**config.mk**
```make
export PLATFORM = sky130hd
export DESIGN_NAME = dma_xfer_engine
export DESIGN_NICKNAME = d
export VERILOG_FILES = /design/src/rtl/dma_xfer_engine.sv
export SDC_FILE = /design/constraint.sdc
export NUM_CORES = 1
export LEC_CHECK = 0
export BUFFER_PORTS_ARGS = -buffer_cell sky130_fd_sc_hd__buf_2
export CORE_ASPECT_RATIO = 1.2
export CORE_MARGIN = 8
export CORE_UTILIZATION = 50
export CTS_BUF_LIST = sky130_fd_sc_hd__clkbuf_4
export CTS_CLUSTER_SIZE = 14
export DETAILED_ROUTE_END_ITERATION = 10
export PLACE_DENSITY = 0.76
export SYNTH_ARGS = -nofsm -noshare
export SYNTH_HDL_FRONTEND = slang
export SYNTH_SLANG_ARGS = --single-unit
export TNS_END_PERCENT = 50
```
**constraint.sdc**
```tcl
create_clock -name clk -period 6.2 [get_ports clk]
set_clock_uncertainty 0.05 [all_clocks]
set_input_delay 1.24 -clock clk [delete_from_list [all_inputs] [get_ports clk]]
set_output_delay 1.24 -clock clk [all_outputs]
set_load 0.03 [all_outputs]
```
**src/rtl/dma_xfer_engine.sv**
```systemverilog
module dma_xfer_engine #(
  parameter int AW = 32,
  parameter int DW = 32,
  parameter int IW = 16,
  parameter int CW = 11
) (
  input  logic          clk,
  input  logic          rst_n,
  input  logic          cfg_we,
  input  logic [2:0]    cfg_addr,
  input  logic [AW-1:0] cfg_wdata,
  input  logic          periph_req,
  output logic          bus_req,
  output logic          bus_we,
  output logic [1:0]    bus_size,
  output logic [AW-1:0] bus_addr,
  output logic [DW-1:0] bus_wdata,
  input  logic          bus_gnt,
  input  logic [DW-1:0] bus_rdata,
  output logic          chan_on,
  output logic [IW-1:0] item_idx,
  output logic          irq_pulse
);
  typedef enum logic [1:0] {S_IDLE = 2'd0, S_RD = 2'd1, S_WR = 2'd2, S_WAIT = 2'd3} st_t;

  st_t           state;
  logic [AW-1:0] src_q, dst_q;
  logic [IW-1:0] len_q, match_q, idx_q;
  logic [CW-1:0] ctrl_q;
  logic [DW-1:0] data_q;
  logic          fill_have, pend_q, req_q, irq_q;

  logic       on, irq_en, trig, dst_inc, src_inc, circ, idle_m, fill, edge_s;
  logic [1:0] width;
  assign on      = ctrl_q[0];
  assign width   = ctrl_q[2:1];
  assign irq_en  = ctrl_q[3];
  assign trig    = ctrl_q[4];
  assign dst_inc = ctrl_q[5];
  assign src_inc = ctrl_q[6];
  assign circ    = ctrl_q[7];
  assign idle_m  = ctrl_q[8];
  assign fill    = ctrl_q[9];
  assign edge_s  = ctrl_q[10];

  logic          wr_done, at_end, rearm, req_ok, go;
  logic [AW-1:0] step, off_src, off_dst;
  st_t           first_op;

  assign wr_done  = (state == S_WR) && bus_gnt;
  assign at_end   = (idx_q == len_q);
  assign rearm    = circ && trig;
  assign req_ok   = edge_s ? pend_q : periph_req;
  assign go       = on && (width != 2'b11) && (!trig || req_ok);
  assign first_op = (fill && fill_have) ? S_WR : S_RD;
  assign step     = {{(AW-IW){1'b0}}, idx_q} << width;
  assign off_src  = (src_inc && !fill) ? step : '0;
  assign off_dst  = dst_inc ? step : '0;

  assign bus_req   = (state == S_RD) || (state == S_WR);
  assign bus_we    = (state == S_WR);
  assign bus_size  = width;
  assign bus_addr  = (state == S_WR) ? dst_q + off_dst : src_q + off_src;
  assign bus_wdata = data_q;
  assign chan_on   = on;
  assign item_idx  = idx_q;
  assign irq_pulse = irq_q;

  always_ff @(posedge clk or negedge rst_n) begin
    if (!rst_n) begin
      src_q   <= '0;
      dst_q   <= '0;
      len_q   <= '0;
      match_q <= '0;
      ctrl_q  <= '0;
    end else if (cfg_we) begin
      case (cfg_addr)
        3'd0:    src_q   <= cfg_wdata;
        3'd1:    dst_q   <= cfg_wdata;
        3'd2:    len_q   <= cfg_wdata[IW-1:0];
        3'd3:    match_q <= cfg_wdata[IW-1:0];
        3'd4:    ctrl_q  <= cfg_wdata[CW-1:0];
        default: ;
      endcase
    end else if (wr_done && at_end && !rearm) begin
      ctrl_q[0] <= 1'b0;
    end
  end

  always_ff @(posedge clk or negedge rst_n) begin
    if (!rst_n) begin
      req_q  <= 1'b0;
      pend_q <= 1'b0;
      irq_q  <= 1'b0;
    end else begin
      req_q  <= periph_req;
      pend_q <= on && edge_s && ((pend_q && !wr_done) || (periph_req && !req_q));
      irq_q  <= wr_done && irq_en && (match_q == idx_q);
    end
  end

  always_ff @(posedge clk or negedge rst_n) begin
    if (!rst_n) begin
      state     <= S_IDLE;
      idx_q     <= '0;
      data_q    <= '0;
      fill_have <= 1'b0;
    end else begin
      case (state)
        S_IDLE: begin
          if (!on) begin
            idx_q     <= '0;
            fill_have <= 1'b0;
          end else if (go) begin
            state <= first_op;
          end
        end
        S_RD: begin
          if (bus_gnt) begin
            data_q    <= bus_rdata;
            fill_have <= 1'b1;
            state     <= S_WR;
          end
        end
        S_WR: begin
          if (bus_gnt) begin
            if (at_end || !on) begin
              idx_q     <= '0;
              fill_have <= 1'b0;
              state     <= S_IDLE;
            end else begin
              idx_q <= idx_q + 1'b1;
              if (trig)        state <= S_IDLE;
              else if (idle_m) state <= S_WAIT;
              else             state <= first_op;
            end
          end
        end
        S_WAIT: begin
          if (!on) begin
            idx_q     <= '0;
            fill_have <= 1'b0;
            state     <= S_IDLE;
          end else begin
            state <= first_op;
          end
        end
        default: state <= S_IDLE;
      endcase
    end
  end
endmodule

```
==> run metrics, run 1 <==
status complete, no violations; synthesized netlist cell count 951; syn avg cell area 10.46 sq um; setup TNS 0 ps; H-tree Lvls 4; 1st-iter DRT viols 417; Initial Utilization 50.88%; Slew Limit Fails 0; Post-Synth Adder-Cell Area 6.063%; setup slack at placement 717.1 ps; vias 7,733; die area 24,680 sq um; Lkg Pwr 5.204 nW; Crit path arrival time 4570 ps; Max-slew headroom 26.50%; Critical Path RT 4910 ps; IO Count 158; final hold violations 0; initial antenna violation count 2; GRT Total Usage 21.80%; nets 1,207; Max Root-Sink Buffers 2; crit-path max FO 25; post-synthesis simple-gate area fraction 14.23%; area delta synth->final 13.51%; Post-CTS Hold Buffers 0; fin crit period 5863 ps; multiplexer area fraction after synthesis 19.22%; slowest stage delay, CP 740 ps; number of flops mapped to enable cells by yosys 0; PD cells 361.7 nW/um^2; Die H 170.5 um; number of synthesized register bits 161; post-synthesis sequential area ratio 40.50%; RSZ-0062 raised after global routing false; Syn. warnings 0; Overflow after GRT 0; CTS tree done; Die Wd 144.8 um; first-pass iteration count of the detailed router 5; TritonCTS buffer count 17; vias per std cell 5.669; ys async rst share 100.0%; Max-Cap Viols 0; Site Rows 56; GPL Wtd Cong 0.9561; first-pass GRT wire length 42,040 um; xor and xnor area share after synthesis 8.101%; ANT nets after route 0; fin crit share 94.56%; Compound-Gate Fraction of Synth Area 9.245%; wire per inst 18.91 um; Worst R2R Setup Slack 3490 ps; largest family of logic cells by synthesized area multiplexers; Unique masters post-synth 67; syn_nets 1,070; slowest cell on the critical path dfrtp_2; routed wire length 25,800 um; CP Cell Sequence mux2i_1 > o22ai_1 > nor2b_1 > ha_1 > o21ai_1 > o211ai_1 > nand3_2 > o31ai_1 > a31oi_1 > xor2_1 > nor2_1 > or4_1 > buf_2; clock sink count 161; clock slew at reported path FFs 150 ps; post-CTS setup buffers 0; largest net degree at the start of global routing 117; post-CTS sizing 0; Setup-failing EPs final 0; critical path endpoint category primary output; Slew @ Worst Pin 1101 ps; Core ar. 19,550 sq um; layout cells sized above 1 33.33%; Setup WS post-layout 337.2 ps; DP HPWL 19,450 um; WS Path Type reg2out; IO Port Bufs 157; worst hold path class reg2reg; vias in the first global route 7,998; Root Driver clkbuf_4; Final Power 0.004084 W; Post-Syn Area 9947 sq um; clock latency on the worst-skew pair 590 ps; Worst Setup Start Kind flip-flop; max frequency 170.6 MHz; Synth Flop Type dfrtp_1; # DRC 0; VDD IR max 348.0 uV
[cell usage after synthesis, types with 7 or more instances]
cell type,instances,area [sq um]
nand2_1,83,311.6
o31ai_1,8,60.06
dfrtp_1,161,4029
buf_1,9,33.78
xnor2_1,35,306.5
nor2_1,48,180.2
nor3_1,8,40.04
nand3_1,23,115.1
a21oi_1,36,180.2
ha_1,45,563.0
mux2_2,144,1622
inv_1,12,45.04
a211oi_1,7,52.55
a21o_1,13,97.59
clkbuf_1,36,135.1
and3_1,7,43.79
xor2_1,57,499.2
nand4_1,16,100.1
o21ai_0,37,185.2
nor2b_1,18,112.6
nor3b_1,27,202.7
mux2i_1,29,290.3
nor4_1,8,50.05
[worst max-delay path, delay by kind of cell (launching register included)]
family	cells	cell delay, ps
adder cells (fa/ha/maj)	1	370
XOR/XNOR	1	150
buffers and inverters	1	210
flip-flops	1	740
AO/OA/AOI/OAI	5	1270
AND/OR/NAND/NOR	4	980
multiplexers	1	280
[final timing paths]
| path | start | to | cells after the start |
|---|---|---|---|
| max in group asynchronous | rst_n | ctrl_q[2] | 2 |
| worst max register to register | state[0] | item_idx[9] | 10 |
| worst min-delay path | bus_wdata[22] | bus_wdata[22] | 1 |
| min in group asynchronous | rst_n | bus_wdata[1] | 1 |
| worst min register to register | bus_wdata[22] | bus_wdata[22] | 1 |
| worst max-delay path | ctrl_q[2] | bus_addr[15] | 13 |
[layout by cell type, fill, tap and decap left out, types with 7 or more instances in the layout]
master	count
and3_1	7
nor2_1	48
nor2b_1	18
a21oi_1	36
a21o_1	13
ha_1	44
inv_1	12
nor4_1	8
dfrtp_1	160
xor2_1	57
xnor2_1	35
o31ai_1	8
buf_4	11
clkbuf_4	17
nor3_1	7
nand3_1	23
a211oi_1	7
mux2i_1	29
inv_8	7
buf_2	156
nand4_1	16
nand2_1	83
mux2_2	144
o21ai_0	37
nor3b_1	27
[stage by stage]
| step | std cells | hold slack (ps) | cell area [sq um] | util, % |
|---|---|---|---|---|
| 3_5_place_dp | 1330 | 438.1 | 10980 | 56.16 |
| 5_1_grt | 1364 | 488.9 | 11290 | 57.76 |
| 2_1_floorplan | 951 | 426.2 | 9947 | - |
| 4_1_cts | 1362 | 475.0 | 11280 | 57.73 |
| 3_3_place_gp | 1330 | 431.4 | 10980 | 56.16 |
| 6_report | 1364 | 470.7 | 11290 | 57.76 |
[sequential cells by signal (all words and copies together) (netlist names)]
| register | flops |
|---|---|
| fill_have | 1 |
| match_q | 16 |
| len_q | 16 |
| pend_q | 1 |
| ctrl_q | 11 |
| src_q | 32 |
| dst_q | 32 |
| item_idx | 16 |
| irq_pulse | 1 |
| state | 2 |
| bus_wdata | 32 |
| req_q | 1 |
[cell type report]
class	count	area (sq um)
fill	1694	8258
multi-input combinational	727	5699
sequential	161	4030
timing repair buffer	168	874.6
tap	261	326.6
clock inverter	15	178.9
clock buffer	17	127.6
inverter	13	48.80
antenna	2	5.005
[report_power, final]
part           internal [W]  leakage [nW]  switching, W
Sequential          0.00132          1.96      0.000207
Clock              0.000196         0.166      0.000461
Combinational      0.000726          3.08       0.00117
Total               0.00224          5.20       0.00184
[routing by layer]
layer	vias to the layer above	wire, um	track usage [%]	part of all wire, %
li1	3677	-	-	-
met1	3773	10410	25.75	40
met2	232	13460	38.38	52
met3	51	1234	3.681	4.8
met4	0	689	8.794	2.7
met5	-	0	0	0
[kinds of logic (layout without fill, tap and decap cells)]
logic type	after synthesis	count (layout)
AND/OR/NAND/NOR	272	272
multiplexers	173	173
flip-flops	161	161
AO/OA/AOI/OAI	143	143
XOR/XNOR	92	92
buffers and inverters	63	213
adder cells (fa/ha/maj)	47	47
other	0	2
Power figures use the tool's default switching activity.
==> run 2, diff against run 1 <==
clock period = 7.3 ns   (was 6.2 ns; I/O delays follow)
==> run 2 against run 1 <==
Non-clock buffer count shrank 6. Cell count shrank 0.51%. Sequential power shrank 14%. Die area is the same. Routed wire length shrank 1.3%. Clock power shrank 14%. Total power shrank 15%. Core utilization shrank 0.21 points. Critical path type unchanged. Critical endpoint unchanged.
==> run metrics, run 2 (synthesis gave the netlist of run 1 again) <==
layout cells sized above 1 32.88% (was 33.33%); Core Util, Final 57.55% (was 57.76%); Root Driver clkbuf_4 (unchanged); PD cells 308.6 nW/um^2 (was 361.7 nW/um^2); WS Path Type reg2out (unchanged); nets 1,201 (was 1,207); Setup-failing EPs final 0 (unchanged); DP HPWL 19,180 um (was 19,450 um); r2r worst-path depth 9 (was 10); ANT nets after route 0 (unchanged); Die H 170.5 um (unchanged); final std cells w/o fill 1,357 (was 1,364); Max-Cap Viols 0 (unchanged); GRT Total Usage 21.10% (was 21.80%); WP depth 13 (unchanged); 1st-iter DRT viols 471 (was 417); largest net degree at the start of global routing 92 (was 117); CP Capture Point bus_addr[15] (unchanged); most frequent cells in the layout 161 x dfrtp_1, 156 x buf_2, 144 x mux2_2 (was 160 x dfrtp_1, 156 x buf_2, 144 x mux2_2); clock latency on the worst-skew pair 590 ps (about the same); die area 24,680 sq um (unchanged); worst hold path class reg2reg (unchanged); crit-path max FO 25 (unchanged); vias 7,751 (was 7,733); clock slew at reported path FFs 150 ps (about the same); Overflow after GRT 0 (unchanged); RSZ-0062 raised after global routing false (unchanged); Buf/Inv on CP 1 (unchanged); fin crit period 6412 ps; Slew Limit Fails 0 (unchanged); first-pass GRT wire length 40,880 um (was 42,040 um); max frequency 156.0 MHz; VDD IR max 229.0 uV (was 348.0 uV); IO Count 158 (unchanged); slowest cell on the critical path dfrtp_1 (was dfrtp_2); slowest stage delay, CP 1040 ps (was 740 ps); commonest non-fill, non-tap cell in the layout dfrtp_1 (unchanged); Worst R2R Setup Slack 4300 ps (was 3490 ps); fin crit share 87.84%; area delta synth->final 13.09% (was 13.51%); Post-CTS Hold Buffers 0 (unchanged); Critical Path RT 5790 ps (was 4910 ps); Reg-to-Reg End item_idx[11] (was item_idx[9]); GPL Wtd Cong 0.9508 (was 0.9561); critical path endpoint category primary output (unchanged); Worst Setup Start Kind flip-flop (unchanged); kind of cell adding the most delay to the critical path compound AO/OA/AOI/OAI gates (unchanged); initial antenna violation count 1 (was 2); final hold violations 0 (unchanged); clock sink count 161 (unchanged); Site Rows 56 (unchanged); status complete, no violations (unchanged); post-CTS sizing 0 (unchanged); routed wire length 25,450 um (was 25,800 um); post-CTS setup buffers 0 (unchanged); setup TNS 0 ps (unchanged); Lkg Pwr 5.175 nW (was 5.204 nW); TritonCTS buffer count 17 (unchanged); DP Cell Count 1,324 (was 1,330); wire per inst 18.75 um (was 18.91 um); vias per std cell 5.712 (was 5.669); Crit path arrival time 4900 ps (was 4570 ps); Initial Utilization 50.88% (unchanged); CP Cell Sequence mux2i_1 > o22ai_1 > nor2b_1 > ha_1 > o21ai_1 > o211ai_1 > nand3_2 > o31ai_1 > a31oi_1 > xor2_1 > nor2_1 > or4_1 > buf_2 (unchanged); # DRC 0 (unchanged); critical path startpoint ctrl_q[2] (unchanged); Slew @ Worst Pin 1129 ps (was 1101 ps); Max-slew headroom 24.61% (was 26.50%); vias in the first global route 7,962 (was 7,998); Die Wd 144.8 um (unchanged); hold path startpoint bus_wdata[22] (unchanged); WHS 472.0 ps (was 470.7 ps); IO Port Bufs 157 (unchanged); Core ar. 19,550 sq um (unchanged); CTS tree done (unchanged); r2r startpoint state[0] (unchanged); Max Root-Sink Buffers 2 (unchanged); first-pass iteration count of the detailed router 6 (was 5); H-tree Lvls 4 (unchanged)
[run 2: changes by cell type in the layout (fill, tap and decap cells not counted), sizes merged]
cell    before  now
buf        168  162
clkinv       6    8
diode        2    1
inv         22   20
[run 2: area by class of cell]
cell class / instances / area (sq um)
Clock buffer: 17 / 127.6
Fill cell: 1690 / 8299
Antenna cell: 1 / 2.502
Sequential cell: 161 / 4029
Clock inverter: 15 / 186.4
Tap cell: 261 / 326.6
Multi-Input combinational cell: 727 / 5699
Inverter: 13 / 48.80
Timing Repair Buffer: 162 / 829.5
[run 2: metrics by stage]
stage          worst slack (ps)  power, W  area (sq um)
6_report                  887.8  0.003472         11250
5_1_grt                   565.9  0.003680         11250
4_1_cts                   923.9  0.003498         11250
3_5_place_dp               1601  0.002932         10930
3_3_place_gp               1610  0.002896         10930
2_1_floorplan              2234  0.002473          9947
[run 2: how the worst min path moves through the flow]
stage | end | slack (ps) | cells after the start
global placement | bus_wdata[29] | 430 | 1
floorplan | ctrl_q[7] | 430 | 1
global route | bus_wdata[15] | 490 | 1
finish | bus_wdata[22] | 470 | 1
detailed placement | bus_wdata[15] | 440 | 1
CTS | bus_wdata[15] | 470 | 1
[run 2: power by group]
part	switching (W)	internal (W)	leakage [nW]
clock	0.000400	0.000165	0.166
sequential	0.000186	0.00112	1.96
combinational	0.000987	0.000614	3.05
total	0.00157	0.00190	5.17
[run 2: per-layer routing]
metal	global-route usage [%]	vias to the layer above	part of all wire (%)
met5	0	-	0
li1	-	3675	-
met3	3.793	57	4.6
met1	24.42	3818	40
met2	38.22	201	53
met4	7.072	0	2.4
[run 2: worst reg2reg max path, cell delays in order, from the launching register on]
cell	delay, ps
dfrtp_1	460
inv_1	130
ha_2	860
nand2_1	90
o21ai_1	150
o21a_1	210
nand4_1	190
or2_1	330
or3_1	320
a21oi_1	140
==> run 3, diff against run 2 <==
CORE_UTILIZATION = 43   (was 50)
CTS_BUF_LIST = sky130_fd_sc_hd__clkbuf_16   (was sky130_fd_sc_hd__clkbuf_4)
PLACE_DENSITY = 0.67   (was 0.76)
clock period = 7 ns   (was 7.3 ns; I/O delays follow)
==> run 3 against run 2 <==
Critical path depth is the same. Cell count grew 4.0%. Highest routed layer is now met5. Design area grew 3.1%. Non-clock buffer count grew 1. Critical endpoint unchanged. Critical path type unchanged.
==> run metrics, run 3 (synthesis gave the netlist of run 1 again) <==
multi-input logic area 5699 sq um (unchanged); Die Wd 154.8 um (was 144.8 um); Max-Cap Viols 0 (unchanged); Buf/Inv on CP 1 (unchanged); Slew @ Worst Pin 1107 ps (was 1129 ps); Worst Hold Depth 1 (unchanged); Logic pwr share 42.3% (was 46.1%); Setup-failing EPs final 0 (unchanged); slowest cell on the critical path dfrtp_1 (unchanged); largest net degree at the start of global routing 90 (was 92); GRT Total Usage 19.09% (was 21.10%); r2r startpoint state[0] (unchanged); slowest stage delay, CP 1020 ps (was 1040 ps); TritonCTS buffer count 17 (unchanged); kind of cell adding the most delay to the critical path simple AND/OR/NAND/NOR gates (was compound AO/OA/AOI/OAI gates); Slew Limit Fails 0 (unchanged); Initial Utilization 43.30% (was 50.88%); Core ar. 22,970 sq um (was 19,550 sq um); Max-slew headroom 26.10% (was 24.61%); routed wire length 26,340 um (was 25,450 um); Site Rows 61 (was 56); WS Path Type reg2out (unchanged); Clock Power Share 23.3% (was 16.3%); die area 28,280 sq um (was 24,680 sq um); n_diodes 0 (was 1); Core Util, Final 50.47% (was 57.55%); final std cells w/o fill 1,411 (was 1,357); Max Root-Sink Buffers 2 (unchanged); Critical Path RT 5550 ps (was 5790 ps); Switching Power 0.001673 W (was 0.001573 W); vias 7,716 (was 7,751); FF+latch area 4029 sq um (unchanged); fin crit period 6221 ps; Die H 182.6 um (was 170.5 um); status complete, no violations (unchanged); layout cells sized above 1 32.94% (was 32.88%); r2r worst-path depth 10 (was 9); Hold Path End bus_wdata[13] (was bus_wdata[22]); IO Port Bufs 157 (unchanged); vias per std cell 5.468 (was 5.712); area delta synth->final 16.55% (was 13.09%); Worst Setup Start Kind flip-flop (unchanged); # DRC 0 (unchanged); CTS tree done (unchanged); DP Cell Count 1,379 (was 1,324); Root Driver clkbuf_16 (was clkbuf_4); crit-path max FO 25 (unchanged); clock slew at reported path FFs 70 ps (was 150 ps); DP HPWL 19,910 um (was 19,180 um); 1st-iter DRT viols 393 (was 471); clock sink count 161 (unchanged); Lkg Pwr 5.303 nW (was 5.175 nW); nets 1,202 (was 1,201); critical path startpoint ctrl_q[2] (unchanged); Crit path arrival time 4770 ps (was 4900 ps); post-CTS setup buffers 0 (unchanged); Pint 0.002289 W (was 0.001899 W); clock latency on the worst-skew pair 430 ps (was 590 ps); ANT nets after route 0 (unchanged); WHS 452.9 ps (was 472.0 ps); Overflow after GRT 0 (unchanged); Reg-to-Reg End item_idx[9] (was item_idx[11]); vias in the first global route 7,905 (was 7,962); IO Count 158 (unchanged); most frequent cells in the layout 161 x dfrtp_1, 156 x buf_2, 144 x mux2_2 (unchanged); commonest non-fill, non-tap cell in the layout dfrtp_1 (unchanged); final hold violations 0 (unchanged); GPL Wtd Cong 0.9445 (was 0.9508); fin crit share 88.87%; VDD IR max 235.3 uV (was 229.0 uV); Post-CTS Hold Buffers 0 (unchanged); CP Cell Sequence mux2i_1 > nor2b_1 > nor3b_1 > ha_1 > nand2_1 > o21ai_0 > nand3_2 > o31ai_1 > a31oi_1 > xor2_1 > nor2_1 > or4_1 > buf_2 (was mux2i_1 > o22ai_1 > nor2b_1 > ha_1 > o21ai_1 > o211ai_1 > nand3_2 > o31ai_1 > a31oi_1 > xor2_1 > nor2_1 > or4_1 > buf_2); sw frac 42.22% (was 45.30%); RSZ-0062 raised after global routing false (unchanged); PD cells 341.7 nW/um^2 (was 308.6 nW/um^2); setup TNS 0 ps (unchanged); Fill cells 2,147 (was 1,690); first-pass iteration count of the detailed router 6 (unchanged); first-pass GRT wire length 42,820 um (was 40,880 um); hold path startpoint bus_wdata[13] (was bus_wdata[22]); initial antenna violation count 1 (unchanged); critical path endpoint category primary output (unchanged); sequential fraction of design power 34.4% (was 37.6%); H-tree Lvls 4 (unchanged); worst hold path class reg2reg (unchanged); post-CTS sizing 0 (unchanged); Worst R2R Setup Slack 4280 ps (was 4300 ps); wire per inst 18.67 um (was 18.75 um); max frequency 160.7 MHz
## run 3: routing by layer
layer  GRT usage (%)  share of wire [%]
met1           22.52                 42
met2           34.64                 52
met3           3.455                4.1
met4           5.497                1.8
met5               0              0.030
## run 3: final cells by class
type | instances | share of cell area [%]
clock inverters | 15 | 1.381
flip-flops and latches | 161 | 34.75
clock buffers | 17 | 3.669
repair buffers | 163 | 7.220
inverters | 13 | 0.4209
well taps | 315 | 3.400
multi-input cells | 727 | 49.16
## run 3: worst max path at each step
stage / cells past startpoint / slack (ps) / end
final: 13 / 780 / bus_addr[15]
after global placement: 13 / 1450 / bus_addr[15]
after detailed placement: 13 / 1350 / bus_addr[15]
after floorplan: 13 / 1990 / bus_addr[26]
after global routing: 12 / 510 / bus_addr[28]
after CTS: 13 / 880 / bus_addr[15]
## run 3: power by group through the flow
stage | logic, W | clock network (W) | registers [W]
6_report | 0.00168 | 0.000923 | 0.00136
5_1_grt | 0.00182 | 0.000979 | 0.00140
4_1_cts | 0.00169 | 0.000938 | 0.00136
3_5_place_dp | 0.00169 | 0 | 0.00138
3_3_place_gp | 0.00167 | 0 | 0.00137
2_1_floorplan | 0.00107 | 0 | 0.00151
## run 3: worst reg2reg max path, cell delays in order, from the launching register on
cell,delay (ps)
dfrtp_1,430
inv_1,130
ha_2,190
buf_4,420
nand2_1,90
o21ai_1,110
o21a_1,200
nand4_1,200
or2_1,340
or3_1,320
a21oi_1,140
## run 3: per-stage QoR
stage,total power [W],setup WS (ps),cell area [sq um]
floorplan,0.002579,1994,9947
global placement,0.003036,1445,11010
detailed placement,0.003069,1355,11010
CTS,0.003995,877.9,11590
global route,0.004194,512.4,11590
finish,0.003962,778.9,11590
